[src/rtl/serial_word_rx_pkg.sv]
package serial_word_rx_pkg;
   typedef enum logic [1:0] {
      RX_IDLE  = 2'd0,
      RX_KEEP0 = 2'd1,
      RX_KEEP1 = 2'd2,
      RX_DONE  = 2'd3
   } rx_state_e;

   localparam bit ORDER_LSB_FIRST = 1'b1;
   localparam bit ORDER_MSB_FIRST = 1'b0;
endpackage

[src/rtl/serial_word_rx_ptr.sv]
module serial_word_rx_ptr #(
   parameter int WORD_W = 8,
   localparam int PTR_W = (WORD_W > 1) ? $clog2(WORD_W) : 1
) (
   input  logic             clk_i,
   input  logic             rst_i,
   input  logic             clr_i,
   input  logic             step_i,
   output logic [PTR_W-1:0] ptr_o,
   output logic             last_o
);
   localparam logic [PTR_W-1:0] LAST_IDX = PTR_W'(WORD_W - 1);

   logic [PTR_W-1:0] ptr_q;

   always_ff @(posedge clk_i) begin
      if (rst_i || clr_i) begin
         ptr_q <= '0;
      end else if (step_i) begin
         ptr_q <= (ptr_q == LAST_IDX) ? '0 : ptr_q + PTR_W'(1);
      end
   end

   assign ptr_o  = ptr_q;
   assign last_o = (ptr_q == LAST_IDX);

   // one position advance per stored bit
   assert_ptr_advance_R4: assert property (@(posedge clk_i) disable iff (rst_i)
      (step_i && !clr_i && !last_o) |=> (ptr_o == $past(ptr_o) + PTR_W'(1)));

   // the pointer never leaves the word
   assert_ptr_range_R4: assert property (@(posedge clk_i) disable iff (rst_i)
      (ptr_o <= LAST_IDX));
endmodule

[src/rtl/serial_word_rx_fsm.sv]
module serial_word_rx_fsm
   import serial_word_rx_pkg::*;
(
   input  logic      clk_i,
   input  logic      rst_i,
   input  logic      start_i,
   input  logic      sdata_i,
   input  logic      last_i,
   output rx_state_e state_o,
   output logic      store_o,
   output logic      bit_o,
   output logic      ptr_clr_o,
   output logic      valid_o
);
   rx_state_e state_q, state_d;
   logic      waiting;

   assign waiting = (state_q == RX_IDLE) || (state_q == RX_DONE);

   always_comb begin
      state_d = state_q;
      unique case (state_q)
         RX_IDLE, RX_DONE: begin
            if (start_i) state_d = sdata_i ? RX_KEEP1 : RX_KEEP0;
            else         state_d = RX_IDLE;
         end
         RX_KEEP0, RX_KEEP1: begin
            if (last_i) state_d = RX_DONE;
            else        state_d = sdata_i ? RX_KEEP1 : RX_KEEP0;
         end
         default: state_d = RX_IDLE;
      endcase
   end

   always_ff @(posedge clk_i) begin
      if (rst_i) state_q <= RX_IDLE;
      else       state_q <= state_d;
   end

   // Moore outputs: decoded from the state register only
   assign state_o   = state_q;
   assign store_o   = (state_q == RX_KEEP0) || (state_q == RX_KEEP1);
   assign bit_o     = (state_q == RX_KEEP1);
   assign ptr_clr_o = waiting;
   assign valid_o   = (state_q == RX_DONE);

   // the valid pulse lasts one cycle
   assert_valid_single_R5: assert property (@(posedge clk_i) disable iff (rst_i)
      valid_o |=> !valid_o);

   // no start keeps the machine idle
   assert_idle_hold_R2: assert property (@(posedge clk_i) disable iff (rst_i)
      ((state_o == RX_IDLE) && !start_i) |=> (state_o == RX_IDLE) && !valid_o);

   // a running frame continues whatever start does
   assert_frame_continues_R6: assert property (@(posedge clk_i) disable iff (rst_i)
      (store_o && !last_i) |=> store_o);

   // the last stored bit is followed by valid
   assert_last_then_valid_R5: assert property (@(posedge clk_i) disable iff (rst_i)
      (store_o && last_i) |=> valid_o);
endmodule

[src/rtl/serial_word_rx_word.sv]
module serial_word_rx_word #(
   parameter int WORD_W    = 8,
   parameter bit LSB_FIRST = 1'b1,
   localparam int PTR_W = (WORD_W > 1) ? $clog2(WORD_W) : 1
) (
   input  logic              clk_i,
   input  logic              rst_i,
   input  logic              wr_i,
   input  logic              bit_i,
   input  logic [PTR_W-1:0]  ptr_i,
   output logic [WORD_W-1:0] word_o
);
   logic [WORD_W-1:0] word_q;

   for (genvar g = 0; g < WORD_W; g++) begin : g_bit
      localparam int SLOT = LSB_FIRST ? g : (WORD_W - 1 - g);
      localparam logic [PTR_W-1:0] SLOT_IDX = PTR_W'(SLOT);
      always_ff @(posedge clk_i) begin
         if (rst_i) begin
            word_q[g] <= 1'b0;
         end else if (wr_i && (ptr_i == SLOT_IDX)) begin
            word_q[g] <= bit_i;
         end
      end
   end

   assign word_o = word_q;
endmodule

[src/rtl/serial_word_rx.sv]
module serial_word_rx
   import serial_word_rx_pkg::*;
#(
   parameter int WORD_W    = 8,
   parameter bit LSB_FIRST = ORDER_LSB_FIRST,
   localparam int PTR_W = (WORD_W > 1) ? $clog2(WORD_W) : 1
) (
   input  logic              clk_i,
   input  logic              rst_i,
   input  logic              start_i,
   input  logic              sdata_i,
   output logic [WORD_W-1:0] word_o,
   output logic              word_valid_o
);
   if (WORD_W < 2) begin : g_bad_width
      $error("serial_word_rx: WORD_W must be at least 2");
   end
   if (WORD_W > 1024) begin : g_big_width
      $error("serial_word_rx: WORD_W above 1024 is not supported");
   end

   rx_state_e        state;
   logic             store, bit_val, ptr_clr, last;
   logic [PTR_W-1:0] ptr;

   serial_word_rx_fsm u_fsm (
      .clk_i     (clk_i),
      .rst_i     (rst_i),
      .start_i   (start_i),
      .sdata_i   (sdata_i),
      .last_i    (last),
      .state_o   (state),
      .store_o   (store),
      .bit_o     (bit_val),
      .ptr_clr_o (ptr_clr),
      .valid_o   (word_valid_o)
   );

   serial_word_rx_ptr #(.WORD_W(WORD_W)) u_ptr (
      .clk_i  (clk_i),
      .rst_i  (rst_i),
      .clr_i  (ptr_clr),
      .step_i (store),
      .ptr_o  (ptr),
      .last_o (last)
   );

   serial_word_rx_word #(.WORD_W(WORD_W), .LSB_FIRST(LSB_FIRST)) u_word (
      .clk_i  (clk_i),
      .rst_i  (rst_i),
      .wr_i   (store),
      .bit_i  (bit_val),
      .ptr_i  (ptr),
      .word_o (word_o)
   );

   // the word is frozen while the machine idles
   assert_idle_word_stable_R8: assert property (@(posedge clk_i) disable iff (rst_i)
      (state == RX_IDLE) |=> $stable(word_o));

   // a frame opens in the first store state with the pointer at zero
   assert_first_slot_R3: assert property (@(posedge clk_i) disable iff (rst_i)
      ((state == RX_IDLE || state == RX_DONE) && start_i) |=> (store && ptr == '0));
endmodule

[config.mk]
export PLATFORM = sky130hd
export DESIGN_NAME = serial_word_rx
export DESIGN_NICKNAME = d
export VERILOG_FILES = /design/src/rtl/serial_word_rx_pkg.sv /design/src/rtl/serial_word_rx_ptr.sv /design/src/rtl/serial_word_rx_fsm.sv /design/src/rtl/serial_word_rx_word.sv /design/src/rtl/serial_word_rx.sv
export SDC_FILE = /design/constraint.sdc
export NUM_CORES = 1
export LEC_CHECK = 0
export ABC_AREA = 1
export BUFFER_PORTS_ARGS = -buffer_cell sky130_fd_sc_hd__buf_2
export CAP_MARGIN = 20
export CORE_MARGIN = 2
export CORE_UTILIZATION = 45
export CTS_CLUSTER_SIZE = 24
export DETAILED_ROUTE_END_ITERATION = 8
export MAX_ROUTING_LAYER = met4
export PLACE_DENSITY_LB_ADDON = 0.25
export SLEW_MARGIN = 5
export SYNTH_ARGS = -nofsm -noshare
export SYNTH_HDL_FRONTEND = slang
export SYNTH_SLANG_ARGS = --single-unit
[constraint.sdc]
create_clock -name clk_i -period 1.8 [get_ports clk_i]
set_input_delay 0.09 -clock clk_i [delete_from_list [all_inputs] [get_ports clk_i]]
set_output_delay 0.09 -clock clk_i [all_outputs]
set_load 0.05 [all_outputs]
* Word level (Yosys, flattened, before mapping)
Cells that the tools add are included. Widths: inputs -> output; s select.
Cells by class: add/subtract/negate cells 1, multiplexer cells 5, equal/unequal tests 10, reductions and logical operators 15
Operators by type and width (number):
- $eq 3x3->1 const B | 4
- $logic_and 1x1->1 | 8
- $eq 3x2->1 const B | 2
- $mux 2 | 3
- $eq 2x2->1 const B | 2
- $pmux 2 s2 | 1
- $reduce_or 2->1 | 2
- $add 3x1->3 const B | 1
- $eq 3x1->1 const B | 1
- $logic_not 3->1 | 1
- $logic_or 1x1->1 | 3
- $mux 3 | 1
- $eq 2x1->1 const B | 1
- $logic_not 2->1 | 1
Word-level totals: flip-flop bits (word level) 13, word-level logic and storage cells 41, bits of input ports 4, output and inout bits 9

* Depth between registers and ports, before layout
Gate-level depths: netlist of run 1.
depth in word-level cells 3, gate-level depth with buffers 7, mapped depth without buffers 7

* By module
A second synthesis of run 1 with hierarchy kept.
Unflattened totals: cell total of the unflattened synthesis 88, area, all modules 614.3 um^2
Modules (own cells, without submodules):
- serial_word_rx_word | cells each 54, times used 1, seq. area each 160.2 um^2, area an instance 362.8 um^2
- serial_word_rx_ptr | cells each 19, times used 1, seq. area each 60.1 um^2, area an instance 142.6 um^2
- serial_word_rx_fsm | cells each 15, times used 1, seq. area each 40.0 um^2, area an instance 108.9 um^2

* Least setup slack after synthesis of run 1
Ideal clock, no wire load.
path type reg-to-reg, start point register u_fsm.state_q[0], in the netlist u_fsm.state_o[0], end point register u_word.word_q[0], in the netlist u_word.word_o[0], required time 1.683 ns, clock period less this slack 1.170 ns, path buffers 0, slack 0.630 ns, setup time 0.117 ns, arrival 1.053 ns, cell stages (with the launch flop) 7, cell sequence dfxtp_1 > inv_1 > ha_1 > nor2_2 > nand3_1 > nand2_1 > nor2_1
Between the ends: word-level cells in the longest chain between the ends 3, elaborated cells on any way between the ends 4, classes of those cells 2 x eq/ne; 2 x reduce/logical
RTL lines:
- from (decl) | line serial_word_rx_fsm.sv:15 | rx_state_e state_q, state_d;
- from (signal assigned) | line serial_word_rx_fsm.sv:37 | else state_q <= state_d;
- $eq 2x1->1 or $eq 2x2->1 (tied branches) | line serial_word_rx_fsm.sv:42, serial_word_rx_fsm.sv:43
- $logic_or 1x1->1 | line serial_word_rx_fsm.sv:42 | assign store_o = (state_q == RX_KEEP0) || (state_q == RX_KEEP1);
- $logic_and 1x1->1 | line serial_word_rx_word.sv:21 | end else if (wr_i && (ptr_i == SLOT_IDX)) begin
- to (signal, indexed assignment) | line serial_word_rx_word.sv:22 | word_q[g] <= bit_i;
- to (decl) | line serial_word_rx_word.sv:13 | logic [WORD_W-1:0] word_q;
Several ways; a longest one is shown, not always the timed one. A chain may end at the register's enable or synchronous reset.

* Worst setup path after layout of run 1
start point register u_fsm.state_q[0], in the netlist u_fsm.state_o[0], end point register u_word.word_q[2], in the netlist u_word.word_o[2]
Same word-level chain as after synthesis.

==> impl_metrics.tcl, run 1 <==
set metrics [dict create \
    synth.top_cells.by_count "dfxtp_1, nand2_1, nor2_1, ha_1, nand3_1" \
    initial_core_util 0.4714 \
    cts-resized-gates 0 \
    final.setup.tns_ns 0 \
    io_pins 13 \
    grt_use_met2 0.2619 \
    final_net_count 106 \
    diodes 0 \
    avgSynthCellArea_sq_um 7.974 \
    tightest_slew_ns 0.2533 \
    ant_nets 0 \
    synthToLayoutAreaGrowth_pct 20.92 \
    grt_max_degree 11 \
    dpl.cell_count 102 \
    grtUsageTotal 0.1631 \
    yosys-top-cells-area "dfxtp_1, ha_1, nand2_1" \
    dp_hpwl_um 784.9 \
    crit_arrival_ns 1.43 \
    clock.fmax_mhz 792.4 \
    yosys.cell_types.count 13 \
    power.density_nw_per_um2 759.1 \
    synth-edff-count 0 \
    rsz0062_at_grt "false" \
    setup_violations 0 \
    seq_power_share 0.548 \
    met3_usage 0.03333 \
    seq_area_frac_synth 0.4351 \
    max_stage_delay_ns 0.34 \
    grt_overflow 0 \
    drive_above_1_share 0.2151 \
    synth_area_leader_cell "dfxtp_1" \
    internal_power_w 0.0004059 \
    vias 513 \
    max-cap-violations 0 \
    min_period_over_period 0.7011 \
    clockPowerShare 0.318 \
    worstSetupPathType "reg2reg" \
    place.gp.congestion 0.8035 \
    cts_tree "done" \
    die_width_um 40.46 \
    die_h_um 40.46 \
    root_buffer "clkbuf_4" \
    place_area_sq_um 676.9 \
    fin_crit_ns 1.262 \
    setup_slack_ns 0.5381 \
    grt_antenna_before_repair 0 \
    power_w 0.0005490 \
    crit_slowest_cell "ha_1" \
    switchingPower_w 0.0001431 \
    fp.coreArea_sq_um 1269 \
    syn_inst 75 \
    htree_num_levels 1 \
    grt_pass1_vias 454 \
    post-place-ws_ns 0.5520 \
    ys_ff_latch 13 \
    drv_slew 0 \
    insertion_delay_ns 0.27 \
    relSlewSlack 0.8323 \
    syn_nets 87 \
    leakagePower_nw 0.3642 \
    dieArea_sq_um 1637 \
    synthArstFlopShare 0 \
    drtPass1Iterations 4 \
    clk_pin_slew_ns 0.08 \
    finalHoldViolCount 0 \
    rows 13 \
    hold_class "in2reg" \
    status "finished, final reports clean" \
    yosys_warnings 0 \
    cts_buffer_depth 2 \
    cts_buffers 3 \
    netSwitchingFraction 0.2607 \
    fillerInstances 128 \
    grt_pass1_wl_mm 1.676 \
    cp_max_fo 6 \
    synth_area_sq_um 598.1 \
    first_iter_violations 2 \
    wl_per_cell_um 9.537 \
    fin_area_sq_um 723.2 \
    cts.sinks 13 \
    via_per_inst 4.750 \
    worst_path_dominant_cell_family "simple AND/OR/NAND/NOR gates" \
    synth_top_area_share 0.4351 \
    top_usage_layer "met2" \
    critPathBufInv 1 \
    io_buffers 12 \
    clock_skew_ns 0.003762 \
    ys.flop_type "dfxtp_1" \
    grtUsageMet1 0.1667 \
    crit_path_start_kind "register" \
    critPathRequiredTime_ns 1.96 \
    ir_drop_mv 0.5344 \
    combPwrFrac 0.134 \
    setup.worst_path.end_class "register" \
    final_cells 108 \
    crit_chain "inv_1 -> ha_1 -> nor2_2 -> nand3_1 -> nand2_1 -> nor2_1" \
    drt_wl_total_mm 1.030 \
    drc_errors 0 \
]
## worst paths after layout
kind                    start                to  slack, ns  cells past startpoint
min                   start_i  u_fsm.state_o[1]       0.09                      3
min reg2reg  u_word.word_o[7]  u_word.word_o[7]       0.46                      2
max          u_fsm.state_o[0]  u_word.word_o[2]       0.54                      6
max reg2reg  u_fsm.state_o[0]  u_word.word_o[2]       0.54                      6
## per-stage QoR
stage,hold slack [ns],util
final,0.09308,0.5700
after CTS,0.09292,0.5700
after floorplan,0.1591,-
after detailed placement,0.2829,0.5335
after global routing,0.1217,0.5700
after global placement,0.2757,0.5335
## cells by family (layout without fill, tap and decap cells)
family / count (synthesis) / after routing / share of synthesized area
AO/OA/AOI/OAI: 8 / 8 / 0.06693
adder cells (fa/ha/maj): 8 / 8 / 0.1674
buffers and inverters: 10 / 28 / 0.06697
flip-flops: 13 / 13 / 0.4351
AND/OR/NAND/NOR: 36 / 36 / 0.2636
## sequential cells by signal, indices dropped and copies added (netlist names)
register	flops
u_fsm.state_o	2
u_word.word_o	8
u_ptr.ptr_o	3
## layout by cell type (no fill, tap or decap)
| cell type | synthesis | final |
|---|---|---|
| a21oi_1 | 7 | 7 |
| buf_2 | 0 | 12 |
| clkbuf_1 | 0 | 1 |
| clkbuf_4 | 0 | 3 |
| dfxtp_1 | 13 | 13 |
| dlygate4sd3_1 | 0 | 2 |
| ha_1 | 8 | 8 |
| inv_1 | 7 | 7 |
| inv_2 | 2 | 2 |
| inv_4 | 1 | 1 |
| nand2_1 | 13 | 13 |
| nand3_1 | 8 | 8 |
| nor2_1 | 12 | 12 |
| nor2_2 | 1 | 1 |
| nor3_1 | 1 | 1 |
| nor3b_2 | 1 | 1 |
| o21ai_1 | 1 | 1 |
## power by group through the flow
stage,Sequential (W),Combinational (W),Clock (W)
finish,0.000301,0.0000734,0.000175
global route,0.000302,0.0000819,0.000186
CTS,0.000301,0.0000738,0.000179
detailed placement,0.000308,0.0000703,0
global placement,0.000308,0.0000690,0
floorplan,0.000319,0.0000426,0
## layout make-up
type | count | area (sq um) | share of cell area
multi-input cells | 52 | 297.8 | 0.4118
flip-flops and latches | 13 | 260.3 | 0.3599
repair buffers | 14 | 80.08 | 0.1107
inverters | 10 | 40.04 | 0.05536
clock buffers | 4 | 26.28 | 0.03633
well taps | 15 | 18.77 | 0.02595
## timing repair
item | in CTS | in global routing
hold buffers | 2 | 0
endpoints found under the hold margin | 2 | 0
setup buffers | 0 | 0
## tightest hold or removal path, delay by kind of cell
family                 cells  cell delay [ns]
and+or+nand+nor            1             0.09
AOI/OAI and AO/OA          1             0.07
buffers and inverters      1             0.08
## layer usage
metal	wire [um]	share of wire
met5	0	0
met4	41	0.040
met3	30	0.029
met2	456	0.44
met1	502	0.49
Power figures use the tool's default switching activity.
==> run 2, diff against run 1 <==
Settings changed: ABC_AREA 1 to 0.
Clock period 1.8 ns to 1.1 ns, I/O delays scaled along.
==> run 2 against run 1 <==
The run now ends with negative setup slack left. Clock-buffer cell count is the same. Sequential power grew 65%. Flip-flop and latch count is the same. First-iteration DRC count grew 50%. Critical path type unchanged. Largest cell class unchanged.
==> impl_metrics.tcl, run 2 <==
set metrics [dict create \
    max-cap-violations 0 \
    clock_skew_ns 0.004988 \
    worstSetupPathType "reg2reg" \
    fp.coreArea_sq_um 1301 \
    final_net_count 92 \
    grt_pass1_vias 388 \
    synth_fa_ha_area_frac 0.1616 \
    fin_crit_ns 1.217 \
    cts_tree "done" \
    synth.top_cells.by_count "dfxtp_1, ha_1, mux2i_1, nor2_1, inv_1" \
    dieArea_sq_um 1689 \
    vias 465 \
    rows 13 \
    rsz0062_at_grt "true" \
    postCtsSetupRepairBufs 0 \
    critPathRequiredTime_ns 1.26 \
    clk_pin_slew_ns 0.08 \
    grt_overflow 0 \
    finalHoldViolCount 0 \
    leakagePower_nw 0.3526 \
    synthXorXnorAreaFrac 0 \
    dp_hpwl_um 822.4 \
    postCtsHoldBufs 0 \
    ys.flop_type "dfxtp_1" \
    min_period_over_period 1.106 \
    drtPass1Iterations 4 \
    setup_violations 11 \
    seq_area_frac_synth 0.4202 \
    synth_compound_area_frac 0.05657 \
    violations "negative setup slack" \
    drv_slew 0 \
    yosys_warnings 0 \
    cts_buffers 3 \
    hold_class "in2reg" \
    power.density_nw_per_um2 1182 \
    synth_area_sq_um 619.3 \
    synth-edff-count 0 \
    io_buffers 12 \
    ant_nets 0 \
    cts_buffer_depth 2 \
    ir_drop_mv 0.7051 \
    root_buffer "clkbuf_4" \
    synth_top_family_by_area "simple AND/OR/NAND/NOR gates" \
    die_width_um 41.10 \
    grt_antenna_before_repair 0 \
    tightest_slew_ns 0.2281 \
    yosys-top-cells-area "dfxtp_1, ha_1, mux2i_1" \
    synth_area_leader_cell "dfxtp_1" \
    synthArstFlopShare 0 \
    drive_above_1_share 0.4051 \
    final.setup.tns_ns -0.8292 \
    clock.fmax_mhz 821.9 \
    synthMuxAreaShare 0.1131 \
    drt_wl_total_mm 1.139 \
    cts.sinks 13 \
    relSlewSlack 0.8458 \
    largest_reg_flops 8 \
    fillerInstances 121 \
    synth_most_common_cell "dfxtp_1" \
    setup_slack_ns -0.1167 \
    yosys.cell_types.count 20 \
    first_iter_violations 3 \
    drc_errors 0 \
    avgSynthCellArea_sq_um 9.989 \
    io_pins 13 \
    cp_max_fo 10 \
    grt_pass1_wl_mm 1.731 \
    synthToLayoutAreaGrowth_pct 29.29 \
    insertion_delay_ns 0.28 \
    syn_nets 74 \
    place.gp.congestion 0.7689 \
    grtUsageTotal 0.1734 \
    setup.worst_path.end_class "register" \
    grt_max_degree 14 \
    power_w 0.0009468 \
    ys_ff_latch 13 \
    diodes 0 \
    synth_top_area_share 0.4202 \
    via_per_inst 4.947 \
    syn_inst 62 \
    yosys.area_share.simple 0.1859 \
    wl_per_cell_um 12.12 \
    initial_core_util 0.4760 \
    die_h_um 41.10 \
    crit_arrival_ns 1.38 \
    crit_path_start_kind "register" \
    status "complete, but fails checks" \
    final_common_cell "buf_2" \
    htree_num_levels 1 \
    mostFrequentLayoutCells "buf_2, dfxtp_1, mux2i_1, nor2_1, ha_1" \
]
-- run 2: changes by cell type after synthesis, moves of 2 or more --
| cell | delta |
|---|---|
| nand2_1 | -12 |
| nand3_1 | -8 |
| mux2i_1 | +7 |
| nor2_1 | -5 |
| a21oi_1 | -4 |
| nand3b_1 | +4 |
| nor3b_1 | +3 |
| inv_1 | -2 |
| inv_2 | -2 |
-- run 2: through the flow --
stage / hold slack [ns] / utilization / cells / cell area [sq um] / setup slack (ns)
floorplan: 0.1267 / - / 62 / 644.4 / -0.1028
CTS: 0.02654 / 0.6125 / 94 / 797.0 / -0.1256
global route: 0.02983 / 0.6154 / 94 / 800.8 / -0.1987
global placement: 0.3092 / 0.5635 / 90 / 733.2 / -0.1323
detailed placement: 0.3241 / 0.5635 / 90 / 733.2 / -0.1932
finish: 0.03412 / 0.6154 / 94 / 800.8 / -0.1167
-- run 2: cell families after synthesis --
family                   after synthesis
AND/OR/NAND/NOR                       20
flip-flops                            13
buffers and inverters                  8
adder cells (fa/ha/maj)                8
multiplexers                           7
AO/OA/AOI/OAI                          6
-- run 2: timing repair --
item / 4_1_cts / 5_1_grt
resized for setup: 9 / 2
pin swaps: 1 / 0
cloned: 0 / 0
endpoints found under the setup margin: 12 / 14
-- run 2: cell type report --
| cell class | instances | area (sq um) | area share |
|---|---|---|---|
| inverter | 5 | 18.77 | 0.02344 |
| clock buffer | 4 | 26.28 | 0.03281 |
| multi-input combinational | 41 | 375.4 | 0.4688 |
| tap | 15 | 18.77 | 0.02344 |
| sequential | 13 | 269.0 | 0.3359 |
| timing repair buffer | 16 | 92.59 | 0.1156 |
-- run 2: worst paths after layout --
| kind | start | end | slack [ns] | depth (start not counted) |
|---|---|---|---|---|
| worst min register to register | u_ptr.ptr_o[0] | u_ptr.ptr_o[0] | 0.46 | 1 |
| worst max register to register | u_fsm.state_o[0] | u_word.word_o[5] | -0.12 | 5 |
| worst min-delay path | start_i | u_fsm.state_o[1] | 0.03 | 3 |
| worst max-delay path | u_fsm.state_o[0] | u_word.word_o[5] | -0.12 | 5 |
-- run 2: per-layer routing --
layer | vias to the layer above | track usage | wire length, um | part of all wire
li1 | 240 | - | - | -
met1 | 214 | 0.2085 | 516 | 0.45
met2 | 7 | 0.2344 | 546 | 0.48
met3 | 4 | 0.06522 | 43 | 0.038
met4 | 0 | 0.1210 | 32 | 0.028
met5 | - | - | 0 | 0
-- run 2: critical path, stage by stage, from the launching register on --
cell      delay (ns)
dfxtp_2         0.34
inv_2           0.04
ha_4            0.33
nand3b_1        0.14
mux2i_1         0.19
nor2_1          0.05
-- run 2: report_power, final --
part / internal [W] / total (W) / leakage [nW] / switching (W)
sequential: 0.000485 / 0.000498 / 0.108 / 0.0000130
combinational: 0.0000784 / 0.000153 / 0.230 / 0.0000745
clock: 0.000141 / 0.000296 / 0.0150 / 0.000155
==> run 3, diff against run 2 <==
Settings changed: CAP_MARGIN 20 to default, PLACE_DENSITY from default to 0.7, PLACE_DENSITY_LB_ADDON 0.25 to default.
==> run 3 against run 2 <==
The flow still finishes with violations (negative setup slack). Flip-flop and latch count stayed put. Routed wire length is 7.8% lower. Clock skew is 0.0022 ns lower. First-iteration DRC count is 130% higher. Combinational power is 9% lower. Critical endpoint is now u_word.word_o[3]. Worst setup slack worse by 0.0018 ns.
==> impl_metrics.tcl, run 3 (synthesized netlist as in run 2, its figures left out) <==
set metrics [dict create \
    status "complete, but fails checks" \
    violations "negative setup slack" \
    relSlewSlack 0.8350 \
    internal_power_w 0.0006941 \
    wl_per_cell_um 11.41 \
    drtPass1Iterations 4 \
    crit_path_start_kind "register" \
    netSwitchingFraction 0.2590 \
    cts_tree "done" \
    grt_pass1_wl_mm 1.718 \
    final.setup.tns_ns -0.7150 \
    dp_hpwl_um 741.6 \
    worst_path_dominant_cell_family "flip-flops" \
    ff2ff_setup_slack_ns -0.12 \
    seq_power_share 0.529 \
    insertion_delay_ns 0.28 \
    crit_slowest_cell "dfxtp_2" \
    leakagePower_nw 0.3421 \
    io_pins 13 \
    grt_antenna_before_repair 0 \
    cp_max_fo 4 \
    rows 13 \
    clk_pin_slew_ns 0.08 \
    root_buffer "clkbuf_4" \
    finalHoldViolCount 0 \
    switchingPower_w 0.0002427 \
    worstHoldStart "start_i" \
    fillerInstances 116 \
    ir_drop_mv 0.6978 \
    htree_num_levels 1 \
    grt_max_degree 14 \
    synthToLayoutAreaGrowth_pct 24.24 \
    die_h_um 41.10 \
    setup_slack_ns -0.1186 \
    postCtsSetupRepairBufs 0 \
    hold_class "in2reg" \
    io_buffers 12 \
    multiInputGateArea_sq_um 362.8 \
    cts_buffers 3 \
    mostFrequentLayoutCells "buf_2, dfxtp_1, mux2i_1, nor2_1, ha_1" \
    critPathRequiredTime_ns 1.27 \
    r2r-start "u_ptr.ptr_o[0]" \
    diodes 0 \
    power_w 0.0009368 \
    clockPowerShare 0.323 \
    cts_buffer_depth 2 \
    fp.coreArea_sq_um 1301 \
    max-cap-violations 0 \
    final_common_cell "buf_2" \
    min_to "u_fsm.state_o[1]" \
    max_stage_delay_ns 0.36 \
    setup_violations 10 \
    grt_overflow 0 \
    power.density_nw_per_um2 1217 \
    rsz0062_at_grt "true" \
    r2r_cells 5 \
    whs_path_depth 3 \
    drive_above_1_share 0.3636 \
    tightest_slew_ns 0.2440 \
    final-seq-area_sq_um 265.3 \
    crit_arrival_ns 1.39 \
    dieArea_sq_um 1689 \
    drc_errors 0 \
    drv_slew 0 \
    initial_core_util 0.4760 \
    final_net_count 90 \
    via_per_inst 4.989 \
    postCtsHoldBufs 0 \
    regToRegEndpoint "u_word.word_o[3]" \
    cts.sinks 13 \
    ant_nets 0 \
    clock.fmax_mhz 820.6 \
    drt_wl_total_mm 1.050 \
    combPwrFrac 0.148 \
    setup.worst_path.end_class "register" \
    grt_pass1_vias 412 \
    fin_crit_ns 1.219 \
    grtUsageTotal 0.1651 \
    worstSetupPathType "reg2reg" \
    critPathBufInv 0 \
    clock_skew_ns 0.002741 \
    post-place-ws_ns -0.1547 \
    final_util 0.5913 \
    min_period_over_period 1.108 \
    first_iter_violations 7 \
    place.gp.congestion 0.7656 \
    crit_chain "ha_2 -> ha_1 -> nor2b_1 -> mux2i_1 -> nor2_1" \
    vias 459 \
    die_width_um 41.10 \
    largest_reg_flops 8 \
]
## run 3: cell count changes in the layout (fill, tap and decap cells not counted)
cell and change:
ha_4 -1, dfxtp_1 +1, buf_4 -1, nor2b_2 -1, nor2b_1 +1, clkbuf_4 -1
dfxtp_4 -1, ha_2 +1
## run 3: stage by stage
step                      area (sq um)  instances  hold slack [ns]
after floorplan                  644.4         62           0.1267
after global placement           718.2         88           0.3159
after detailed placement         718.2         88           0.3158
after CTS                        754.5         92          0.01402
after global routing             769.5         92          0.04888
final                            769.5         92          0.01730
## run 3: worst min-delay path: stages
cell,delay [ns]
buf_2,0.10
nand2_1,0.05
a21oi_1,0.05
## run 3: worst max path at each step
stage	from	to	slack, ns	depth (start not counted)
4_1_cts	u_fsm.state_o[0]	u_word.word_o[4]	-0.11	5
5_1_grt	u_fsm.state_o[0]	u_word.word_o[5]	-0.20	5
3_3_place_gp	u_fsm.state_o[0]	u_word.word_o[2]	-0.15	5
2_1_floorplan	u_fsm.state_o[0]	u_word.word_o[4]	-0.10	6
6_report	u_ptr.ptr_o[0]	u_word.word_o[3]	-0.12	5
3_5_place_dp	u_fsm.state_o[0]	u_word.word_o[2]	-0.15	5
## run 3: layout make-up
cell class              count  share of cell area
inverters                   5             0.02439
well taps                  15             0.02439
flip-flops and latches     13              0.3447
clock buffers               4             0.03415
repair buffers             14              0.1008
multi-input cells          41              0.4715
## run 3: metal layers
layer | global-route usage | up-vias | routed length [um]
li1 | - | 237 | -
met3 | 0.04891 | 2 | 51
met5 | - | - | 0
met4 | 0.07258 | 0 | 15
met1 | 0.2053 | 209 | 556
met2 | 0.2461 | 11 | 427
## run 3: timing repair
item                                    4_1_cts  5_1_grt
resized for setup                             4        4
pin swaps                                     2        1
hold endpoints to repair                      0        0
endpoints found under the setup margin       12       14
## run 3: power groups by stage
stage | clock [W] | combinational, W | sequential (W)
2_1_floorplan | 0 | 0.000103 | 0.000512
3_3_place_gp | 0 | 0.000138 | 0.000506
3_5_place_dp | 0 | 0.000139 | 0.000506
4_1_cts | 0.000314 | 0.000139 | 0.000496
5_1_grt | 0.000329 | 0.000156 | 0.000499
6_report | 0.000302 | 0.000139 | 0.000496
